==> config.mk <==
export PLATFORM = sky130hd
export DESIGN_NAME = a429_rx_bytebus
export DESIGN_NICKNAME = d
export VERILOG_FILES = /design/src/rtl/a429rx_pkg.sv /design/src/rtl/a429rx_rail_decoder.sv /design/src/rtl/a429rx_gap_timer.sv /design/src/rtl/a429rx_word_assembler.sv /design/src/rtl/a429rx_byte_server.sv /design/src/rtl/a429_rx_bytebus.sv
export SDC_FILE = /design/constraint.sdc
export NUM_CORES = 1
export LEC_CHECK = 0
export ABC_AREA = 1
export BUFFER_PORTS_ARGS = -buffer_cell sky130_fd_sc_hd__buf_2
export CELL_PAD_IN_SITES_DETAIL_PLACEMENT = 0
export CELL_PAD_IN_SITES_GLOBAL_PLACEMENT = 2
export CORE_MARGIN = 2
export CORE_UTILIZATION = 31
export DETAILED_ROUTE_END_ITERATION = 12
export MAX_ROUTING_LAYER = met4
export PLACE_DENSITY_LB_ADDON = 0.1
export SETUP_SLACK_MARGIN = 0.15
export SYNTH_ARGS = -nofsm -noshare
export SYNTH_HDL_FRONTEND = slang
export SYNTH_SLANG_ARGS = --single-unit
==> constraint.sdc <==
create_clock -name clk -period 1.7 [get_ports clk]
set_input_delay 0.255 -clock clk [delete_from_list [all_inputs] [get_ports clk]]
set_output_delay 0.255 -clock clk [all_outputs]
set_load 0.01 [all_outputs]
==> src/rtl/a429rx_pkg.sv <==
package a429rx_pkg;

   // decoded rail state after synchronisation
   typedef enum logic [1:0] {
      RAIL_NULL = 2'b00,
      RAIL_ZERO = 2'b01,
      RAIL_ONE  = 2'b10,
      RAIL_BAD  = 2'b11
   } rail_e;

   function automatic rail_e rail_classify(input logic one_lvl, input logic zero_lvl);
      return rail_e'({one_lvl, zero_lvl});
   endfunction

endpackage

==> src/rtl/a429rx_rail_decoder.sv <==
module a429rx_rail_decoder
   import a429rx_pkg::*;
#(
   parameter int SYNC_STAGES = 2
) (
   input  logic clk,
   input  logic rst,
   input  logic rail_one,
   input  logic rail_zero,
   input  logic gap_clk,
   output logic ev_one,
   output logic ev_zero,
   output logic null_now,
   output logic gap_tick
);
   localparam int NSIG = 3;

   logic [NSIG-1:0] sync_q [SYNC_STAGES];
   logic [NSIG-1:0] last_q;
   rail_e           st_now;
   rail_e           st_prev;

   generate
      for (genvar s = 0; s < SYNC_STAGES; s++) begin : g_sync
         if (s == 0) begin : g_first
            always_ff @(posedge clk) begin
               if (rst) sync_q[s] <= '0;
               else     sync_q[s] <= {gap_clk, rail_zero, rail_one};
            end
         end else begin : g_next
            always_ff @(posedge clk) begin
               if (rst) sync_q[s] <= '0;
               else     sync_q[s] <= sync_q[s-1];
            end
         end
      end
   endgenerate

   always_ff @(posedge clk) begin
      if (rst) last_q <= '0;
      else     last_q <= sync_q[SYNC_STAGES-1];
   end

   always_comb begin
      st_now   = rail_classify(sync_q[SYNC_STAGES-1][0], sync_q[SYNC_STAGES-1][1]);
      st_prev  = rail_classify(last_q[0], last_q[1]);
      ev_one   = (st_now == RAIL_ONE)  && (st_prev == RAIL_NULL);
      ev_zero  = (st_now == RAIL_ZERO) && (st_prev == RAIL_NULL);
      null_now = (st_now == RAIL_NULL);
      gap_tick = sync_q[SYNC_STAGES-1][2] && !last_q[2];
   end

endmodule

==> src/rtl/a429rx_gap_timer.sv <==
module a429rx_gap_timer #(
   parameter int GAP_TICKS = 3
) (
   input  logic clk,
   input  logic rst,
   input  logic null_now,
   input  logic gap_tick,
   input  logic word_open,
   output logic word_end
);
   localparam int GW = $clog2(GAP_TICKS + 1);

   logic [GW-1:0] tick_cnt;

   always_ff @(posedge clk) begin
      if (rst || !null_now)
         tick_cnt <= '0;
      else if (gap_tick && (tick_cnt < GW'(GAP_TICKS)))
         tick_cnt <= tick_cnt + GW'(1);
   end

   // assembler clears its count on this cycle, so the pulse is single
   assign word_end = (tick_cnt == GW'(GAP_TICKS)) && word_open;

endmodule

==> src/rtl/a429rx_word_assembler.sv <==
module a429rx_word_assembler #(
   parameter int WORD_BITS  = 32,
   parameter bit PARITY_ODD = 1'b1,
   localparam int CNT_W     = $clog2(WORD_BITS + 2)
) (
   input  logic                 clk,
   input  logic                 rst,
   input  logic                 ev_one,
   input  logic                 ev_zero,
   input  logic                 word_end,
   input  logic                 par_en,
   output logic [CNT_W-1:0]     bit_cnt,
   output logic                 load,
   output logic [WORD_BITS-1:0] load_word,
   output logic                 err_set
);
   logic [WORD_BITS-1:0] shreg;
   logic                 ev_any;
   logic                 at_last;
   logic                 par_ok;
   logic                 frame_bad;

   assign ev_any    = ev_one || ev_zero;
   assign load_word = {ev_one, shreg[WORD_BITS-1:1]};
   assign at_last   = ev_any && (bit_cnt == CNT_W'(WORD_BITS - 1));

   generate
      if (PARITY_ODD) begin : g_par_odd
         assign par_ok = (^load_word) == 1'b1;
      end else begin : g_par_even
         assign par_ok = (^load_word) == 1'b0;
      end
   endgenerate

   assign load      = at_last && (!par_en || par_ok);
   assign frame_bad = word_end && (bit_cnt != CNT_W'(WORD_BITS));
   assign err_set   = frame_bad || (at_last && par_en && !par_ok);

   always_ff @(posedge clk) begin
      if (rst || word_end) begin
         shreg   <= '0;
         bit_cnt <= '0;
      end else if (ev_any) begin
         shreg <= load_word;
         if (bit_cnt < CNT_W'(WORD_BITS + 1))
            bit_cnt <= bit_cnt + CNT_W'(1);
      end
   end

endmodule

==> src/rtl/a429rx_byte_server.sv <==
module a429rx_byte_server #(
   parameter int WORD_BITS = 32,
   parameter int BYTE_W    = 8,
   localparam int NBYTES   = WORD_BITS / BYTE_W,
   localparam int PTR_W    = $clog2(NBYTES)
) (
   input  logic                 clk,
   input  logic                 rst,
   input  logic                 load,
   input  logic [WORD_BITS-1:0] load_word,
   input  logic                 err_set,
   input  logic                 rd_stb,
   output logic [BYTE_W-1:0]    rd_data,
   output logic [PTR_W-1:0]     rd_ptr,
   output logic                 data_rdy,
   output logic                 err
);
   logic [WORD_BITS-1:0] buf_q;
   logic [BYTE_W-1:0]    lanes [NBYTES];

   generate
      for (genvar g = 0; g < NBYTES; g++) begin : g_lane
         assign lanes[g] = buf_q[g*BYTE_W +: BYTE_W];
      end
   endgenerate

   assign rd_data = lanes[rd_ptr];

   always_ff @(posedge clk) begin
      if (rst) begin
         buf_q    <= '0;
         rd_ptr   <= '0;
         data_rdy <= 1'b0;
      end else if (load) begin
         buf_q    <= load_word;
         rd_ptr   <= '0;
         data_rdy <= 1'b1;
      end else if (rd_stb) begin
         data_rdy <= 1'b0;
         rd_ptr   <= (rd_ptr == PTR_W'(NBYTES - 1)) ? '0 : rd_ptr + PTR_W'(1);
      end
   end

   always_ff @(posedge clk) begin
      if (rst)          err <= 1'b0;
      else if (err_set) err <= 1'b1;
      else if (load)    err <= 1'b0;
   end

endmodule

==> src/rtl/a429_rx_bytebus.sv <==
module a429_rx_bytebus #(
   parameter int WORD_BITS   = 32,
   parameter int BYTE_W      = 8,
   parameter int SYNC_STAGES = 2,
   parameter int GAP_TICKS   = 3,
   parameter bit PARITY_ODD  = 1'b1
) (
   input  logic              clk,
   input  logic              rst,
   input  logic              rail_one,
   input  logic              rail_zero,
   input  logic              gap_clk,
   input  logic              par_en,
   input  logic              rd_stb,
   output logic [BYTE_W-1:0] rd_data,
   output logic              data_rdy,
   output logic              err
);
   localparam int NBYTES = WORD_BITS / BYTE_W;
   localparam int PTR_W  = $clog2(NBYTES);
   localparam int CNT_W  = $clog2(WORD_BITS + 2);

   generate
      if (WORD_BITS % BYTE_W != 0) begin : g_bad_split
         $error("WORD_BITS must be a multiple of BYTE_W");
      end
      if (NBYTES < 2) begin : g_bad_nbytes
         $error("word must hold at least two bytes");
      end
      if (SYNC_STAGES < 2) begin : g_bad_sync
         $error("SYNC_STAGES must be at least 2");
      end
      if (GAP_TICKS < 1) begin : g_bad_gap
         $error("GAP_TICKS must be at least 1");
      end
   endgenerate

   logic                 ev_one;
   logic                 ev_zero;
   logic                 null_now;
   logic                 gap_tick;
   logic                 word_end;
   logic [CNT_W-1:0]     bit_cnt;
   logic                 buf_load;
   logic [WORD_BITS-1:0] load_word;
   logic                 err_set;
   logic [PTR_W-1:0]     rd_ptr;

   a429rx_rail_decoder #(.SYNC_STAGES(SYNC_STAGES)) u_dec (
      .clk(clk), .rst(rst), .rail_one(rail_one), .rail_zero(rail_zero),
      .gap_clk(gap_clk), .ev_one(ev_one), .ev_zero(ev_zero),
      .null_now(null_now), .gap_tick(gap_tick)
   );

   a429rx_gap_timer #(.GAP_TICKS(GAP_TICKS)) u_gap (
      .clk(clk), .rst(rst), .null_now(null_now), .gap_tick(gap_tick),
      .word_open(bit_cnt != '0), .word_end(word_end)
   );

   a429rx_word_assembler #(.WORD_BITS(WORD_BITS), .PARITY_ODD(PARITY_ODD)) u_asm (
      .clk(clk), .rst(rst), .ev_one(ev_one), .ev_zero(ev_zero),
      .word_end(word_end), .par_en(par_en), .bit_cnt(bit_cnt),
      .load(buf_load), .load_word(load_word), .err_set(err_set)
   );

   a429rx_byte_server #(.WORD_BITS(WORD_BITS), .BYTE_W(BYTE_W)) u_srv (
      .clk(clk), .rst(rst), .load(buf_load), .load_word(load_word),
      .err_set(err_set), .rd_stb(rd_stb), .rd_data(rd_data),
      .rd_ptr(rd_ptr), .data_rdy(data_rdy), .err(err)
   );

endmodule

# ---- Yosys cells after proc, flatten, opt, wreduce, memory -nomap -nowiden
# Memory sizes are Yosys's and may differ from the RTL's.
# Cells that the tools add are included.
dict set report word_totals {
  reg_bits 79
  latchBits 0
  ram_bits 6
  mem_bits_ro 0
  output_inout_bits 10
  memories 1
}
dict set report op_classes {
  add_sub_neg 3
  multipliers 0
  div_mod_pow 0
  order_cmp 3
  n_eq_ne 6
  shifts 0
  mux 13
  bitwise_logic 3
  n_reduce_logical 27
}
# name words width rd rd_ports_with_merged_regs wr line
set mem_list {}
lappend mem_list {u_dec.sync_q 2 3 2 0 2 a429rx_rail_decoder.sv:18} ;# logic [NSIG-1:0] sync_q [SYNC_STAGES];
# op count
set ops {}
lappend ops {{$reduce_xor 32->1} 1}
lappend ops {{$bmux 8 s2} 1}
lappend ops {{$mux 8} 2}
lappend ops {{$logic_and 1x1->1} 10}
lappend ops {{$mux 1} 7}
lappend ops {{$add 6x1->6 const B} 1}
lappend ops {{$eq 2x2->1 const B} 3}
lappend ops {{$eq 6x5->1 const B} 1}
lappend ops {{$lt 6x6->1 const B} 1}
lappend ops {{$mux 3} 2}
lappend ops {{$ne 6x6->1 const B} 1}
lappend ops {{$reduce_bool 6->1} 1}
lappend ops {{$logic_or 1x1->1} 5}
lappend ops {{$add 2x1->2 const B} 2}
lappend ops {{$logic_not 1->1} 4}
lappend ops {{$logic_not 2->1} 2}
lappend ops {{$reduce_bool 2->1} 2}
lappend ops {{$ge 3x3->1 const B} 1}
lappend ops {{$not 2->3} 1}
lappend ops {{$eq 2x1->1 const B} 1}
lappend ops {{$lt 2x2->1 const B} 1}
lappend ops {{$mux 2} 1}
lappend ops {{$or 1x1->1} 2}
lappend ops {{$reduce_and 2->1} 1}
lappend ops {{$reduce_or 2->1} 1}

# ---- Longest topological paths before layout
dict set report depth {
  ltp_word 8
  ltp_mapped 18
  ltp_nobuf 16
}

# ---- Hierarchy
# Synthesis repeated with hierarchy kept, for this count alone.
dict set report unflattened {
  hier_cells 679
  hier_area_um2 4312.9
}
# module instances cells_each area_per_inst_um2
set by_module_without_submodules {}
lappend by_module_without_submodules {a429rx_word_assembler 1 366 2183.3}
lappend by_module_without_submodules {a429rx_byte_server 1 253 1695.4}
lappend by_module_without_submodules {a429rx_rail_decoder 1 37 292.8}
lappend by_module_without_submodules {a429rx_gap_timer 1 19 125.1}
lappend by_module_without_submodules {a429_rx_bytebus 1 4 16.3}

# ---- Worst setup path after synthesis
# No wires, ideal clock.
dict set report synth_path {
  path_type {register to register}
  start {memory u_dec.sync_q[1][0]}
  end {register u_srv.err}
  setup_time_ps 113
  arrival_time_ps 1506
  required_ps 1587
  path_slack_ps 81
  stages_incl_launch_ff 13
  path_buffers 1
  path_cell_list {dfxtp_1 > inv_2 > nor2_2 > nand2_1 > inv_1 > nor2_2 > a21oi_4 > inv_1 > nor2_2 > buf_4 > or2_2 > nand3_1 > nand2_1}
}
# element line
set synth_lines {}
lappend synth_lines {{from (decl)} a429rx_rail_decoder.sv:18}
lappend synth_lines {{to (signal assigned)} a429rx_byte_server.sv:45} ;# if (rst) err <= 1'b0;
lappend synth_lines {{to (signal assigned)} a429rx_byte_server.sv:46} ;# else if (err_set) err <= 1'b1;
lappend synth_lines {{to (signal assigned)} a429rx_byte_server.sv:47} ;# else if (load) err <= 1'b0;
lappend synth_lines {{to (decl)} a429rx_byte_server.sv:16} ;# output logic err

# ---- Worst setup path in the final report
dict set report layout_path {
  start {register u_asm.shreg[26]}
  end {register u_srv.buf_q[30]}
}
dict set report layout_via {
  elab_chain_cells 3
}
# element line
set layout_lines {}
lappend layout_lines {{from (decl)} a429rx_word_assembler.sv:17} ;# logic [WORD_BITS-1:0] shreg;
lappend layout_lines {{from (signal assigned)} a429rx_word_assembler.sv:44} ;# shreg <= load_word;
lappend layout_lines {{$reduce_xor 32->1} a429rx_word_assembler.sv:29} ;# assign par_ok = (^load_word) == 1'b1;
lappend layout_lines {{$logic_or 1x1->1} a429rx_word_assembler.sv:35} ;# assign load = at_last && (!par_en || par_ok);
lappend layout_lines {{$logic_and 1x1->1} a429rx_word_assembler.sv:35}
lappend layout_lines {{to (signal assigned)} a429rx_byte_server.sv:35} ;# buf_q <= load_word;
lappend layout_lines {{to (decl)} a429rx_byte_server.sv:18} ;# logic [WORD_BITS-1:0] buf_q;
# No other way between the ends.
# A chain may end at the register's enable or synchronous reset.

==> reports/qor.txt <==
CTS tree -> yes
relative max-transition margin -> 70.1%
maximum fanout encountered on the critical timing path -> 13
Mapped Nets -> 624
input/output buffers -> 16
core area -> 13200 sq um
maximum number of pins on one net before global-route repair -> 37
HPWL after detailed placement -> 7980 um
drt drc -> 0
vertical extent of the die -> 120 um
Least-Margin Pin Slew -> 0.448 ns
top-level port count -> 17
worst min-delay path category -> primary input to flip-flop
Net Sw Power -> 0.00200 W
area of placed instances -> 4890 sq um
final antenna-violating net count -> 0
number of flops mapped to enable cells by yosys -> 0
buffer type at the clock tree root -> clkbuf_16
wire length of the first global-routing pass -> 20000 um
Skew-Pair Late Insertion Delay -> 0.34 ns
routed vias/inst -> 4.74
Layout Nets -> 722
reported leakage power -> 2.71 nW
share of the clock period used by the worst path -> 109%
share of synthesized area occupied by flip-flops and latches -> 40.0%
sequential group share of total power -> 35.6%
number of placed cells counting well taps -> 839
Die Area -> 14500 sq um
vias post-DR -> 4227
TNS Setup -> -3.94 ns
layout filler cell count -> 1315
share of post-route cells with drive strength above 1 -> 49.7%
leading cell types by count after synthesis -> 170 x nand2_1, 84 x dfxtp_1, 70 x a21oi_1, 63 x nor2_1, 56 x inv_1
fraction of power consumed by the clock network -> 30.5%
data arrival time at the worst-slack endpoint -> 2.08 ns
design internal power -> 0.00402 W
IR drop worst, VDD -> 0.000416 V
commonest register cell after synthesis -> dfxtp_1
weighted congestion reported at the end of routability-driven placement -> 0.788
Num Clock Sinks -> 84
leading area contributor after synthesis -> dfxtp_1
drt first pass iters -> 4
violated checks -> negative setup slack
proportion of total power due to net switching -> 33.3%
floorplan die width -> 120 um
CTS H-Tree Depth -> 3
fraction of registers with async set/reset -> 0%
start-to-end type of the worst setup path -> flip-flop to flip-flop
vias in the first global route -> 3996
leading post-synthesis cells by cell area -> dfxtp_1 40%, nand2_1 15%, a21oi_1 8.3%
max cap viols -> 0
most frequently used cell type in the post-synthesis netlist -> nand2_1
Critical Path RT -> 1.94 ns
final std cells w/o fill -> 892
total detailed-routing wirelength -> 13300 um
floorplan row count -> 42
Pins Over Slew Limit -> 0
status -> complete, but fails checks
Final Setup Violations -> 41
setup slack of the critical path after layout -> -0.146 ns
gate count after technology mapping -> 613
count of inserted antenna diode cells -> 0
Finished Cell Area -> 6530 sq um
Hold Vio Cnt, Final -> 0
antenna violations before repair -> 0
number of violations reported at the end of detailed-routing iteration 0 -> 215
combinational group share of total power -> 33.9%
total power per unit cell area -> 923 nW/um^2
average routed wire per standard cell -> 14.9 um
Longest Clk Path Bufs -> 2
Max Clock Freq -> 542 MHz
final clock skew -> 0.00540 ns
RSZ-0062 raised after global routing -> true
global-route congestion overflow total -> 0
time the final worst path needs with I/O delays and setup -> 1.85 ns
portion of synthesized cell area occupied by the leading cell type -> 40.0%
Worst Setup Start Kind -> flip-flop
flip-flop and latch count after synthesis -> 84
Post-Syn Area per Cell -> 6.85 sq um
count of yosys warnings during synthesis -> 0
count of unique library cells instantiated by Yosys -> 26
starting density of the core -> 31.7%
post-synthesis to final-layout area growth -> 55.3%
clock transition at the registers of the reported paths -> 0.06 ns
post-synthesis cell area -> 4200 sq um
clock buffers created by TritonCTS -> 9
GRT Total Usage -> 18.3%
overall power consumption -> 0.00602 W
CP endpoint kind -> flip-flop
[power by group through the flow]
stage | Combinational [W] | Clock, W | Sequential [W]
after global routing | 0.00220 | 0.00197 | 0.00216
after floorplan | 0.000861 | 0 | 0.00214
after detailed placement | 0.00118 | 0 | 0.00215
after CTS | 0.00157 | 0.00189 | 0.00213
final | 0.00204 | 0.00183 | 0.00215
after global placement | 0.00117 | 0 | 0.00215
[layout make-up]
type	instances	area (sq um)	share of cell area [%]
sequential	84	1750	26.8
timing repair buffer	114	1250	19.1
multi-input combinational	439	2790	42.8
inverter	61	238	3.64
tap	176	220	3.37
clock buffer	14	254	3.89
clock inverter	2	10.0	0.153
timing repair inverter	2	15.0	0.230
[final timing paths]
check                startpoint            endpoint  slack [ns]  cells past startpoint
min                     gap_clk  u_dec.sync_q[0][2]        0.11                      3
max reg2reg     u_asm.shreg[26]     u_srv.buf_q[30]       -0.15                     12
min reg2reg  u_dec.sync_q[0][0]  u_dec.sync_q[1][0]        0.40                      2
max             u_asm.shreg[26]     u_srv.buf_q[30]       -0.15                     12
[cell usage in the layout, fill, tap and decap left out, drive strengths merged]
master    count
nand2       171
buf         107
dfxtp        84
a21oi        71
nor2         66
inv          60
o21ai        52
nand3        50
clkbuf       21
o22ai         8
xnor2         5
xor2          5
ha            4
clkinvlp      3
nand4         2
or2           2
clkinv        2
o211ai        1
nor3          1
a2111oi       1
[metrics by stage]
| stage | setup slack (ns) | hold slack (ns) | utilization, % |
|---|---|---|---|
| after floorplan | 0.107 | 0.362 | - |
| after global placement | -0.297 | 0.385 | 37.0 |
| after detailed placement | -0.320 | 0.393 | 37.0 |
| after CTS | -0.175 | 0.101 | 43.4 |
| after global routing | -0.290 | 0.114 | 49.3 |
| final | -0.146 | 0.114 | 49.3 |
[logic make-up after synthesis]
| family | count (synthesis) | synth area share [%] |
|---|---|---|
| XOR/XNOR | 10 | 2.08 |
| buffers and inverters | 90 | 9.62 |
| flip-flops | 84 | 40.0 |
| AND/OR/NAND/NOR | 292 | 30.6 |
| AO/OA/AOI/OAI | 133 | 16.5 |
| adder cells (fa/ha/maj) | 4 | 1.19 |
[timing repair]
| item | CTS | global route |
|---|---|---|
| hold buffers | 0 | 0 |
| pin swaps | 23 | 42 |
| endpoints found under the setup margin | 80 | 81 |
| gates cloned | 7 | 7 |
| buffers inserted | 11 | 12 |
| resized for setup | 150 | 142 |
[layer usage]
metal  routed length, um  global-route usage, %
met1                6670                   24.4
met5                   0                      -
met4                 185                   6.10
met3                 369                   3.77
met2                6050                   27.9
[sequential cells by signal, summed over array words and instances, names as in the netlist]
name	flops
u_asm.bit_cnt	6
u_srv.err	1
u_dec.sync_q	6
u_srv.rd_ptr	2
u_srv.buf_q	32
u_srv.data_rdy	1
u_asm.shreg	31
u_gap.tick_cnt	2
u_dec.last_q	3
[worst max-delay path: stages, from the launching register on]
cell	delay [ns]
dfxtp_2	0.40
xor2_2	0.18
nand2_1	0.07
nand2_1	0.13
nand3_1	0.11
nand3_2	0.08
nand2_1	0.07
nand2_2	0.07
nand3_4	0.09
buf_12	0.16
clkbuf_16	0.18
a21oi_1	0.14
nor2_1	0.06
Power figures use the tool's default switching activity.
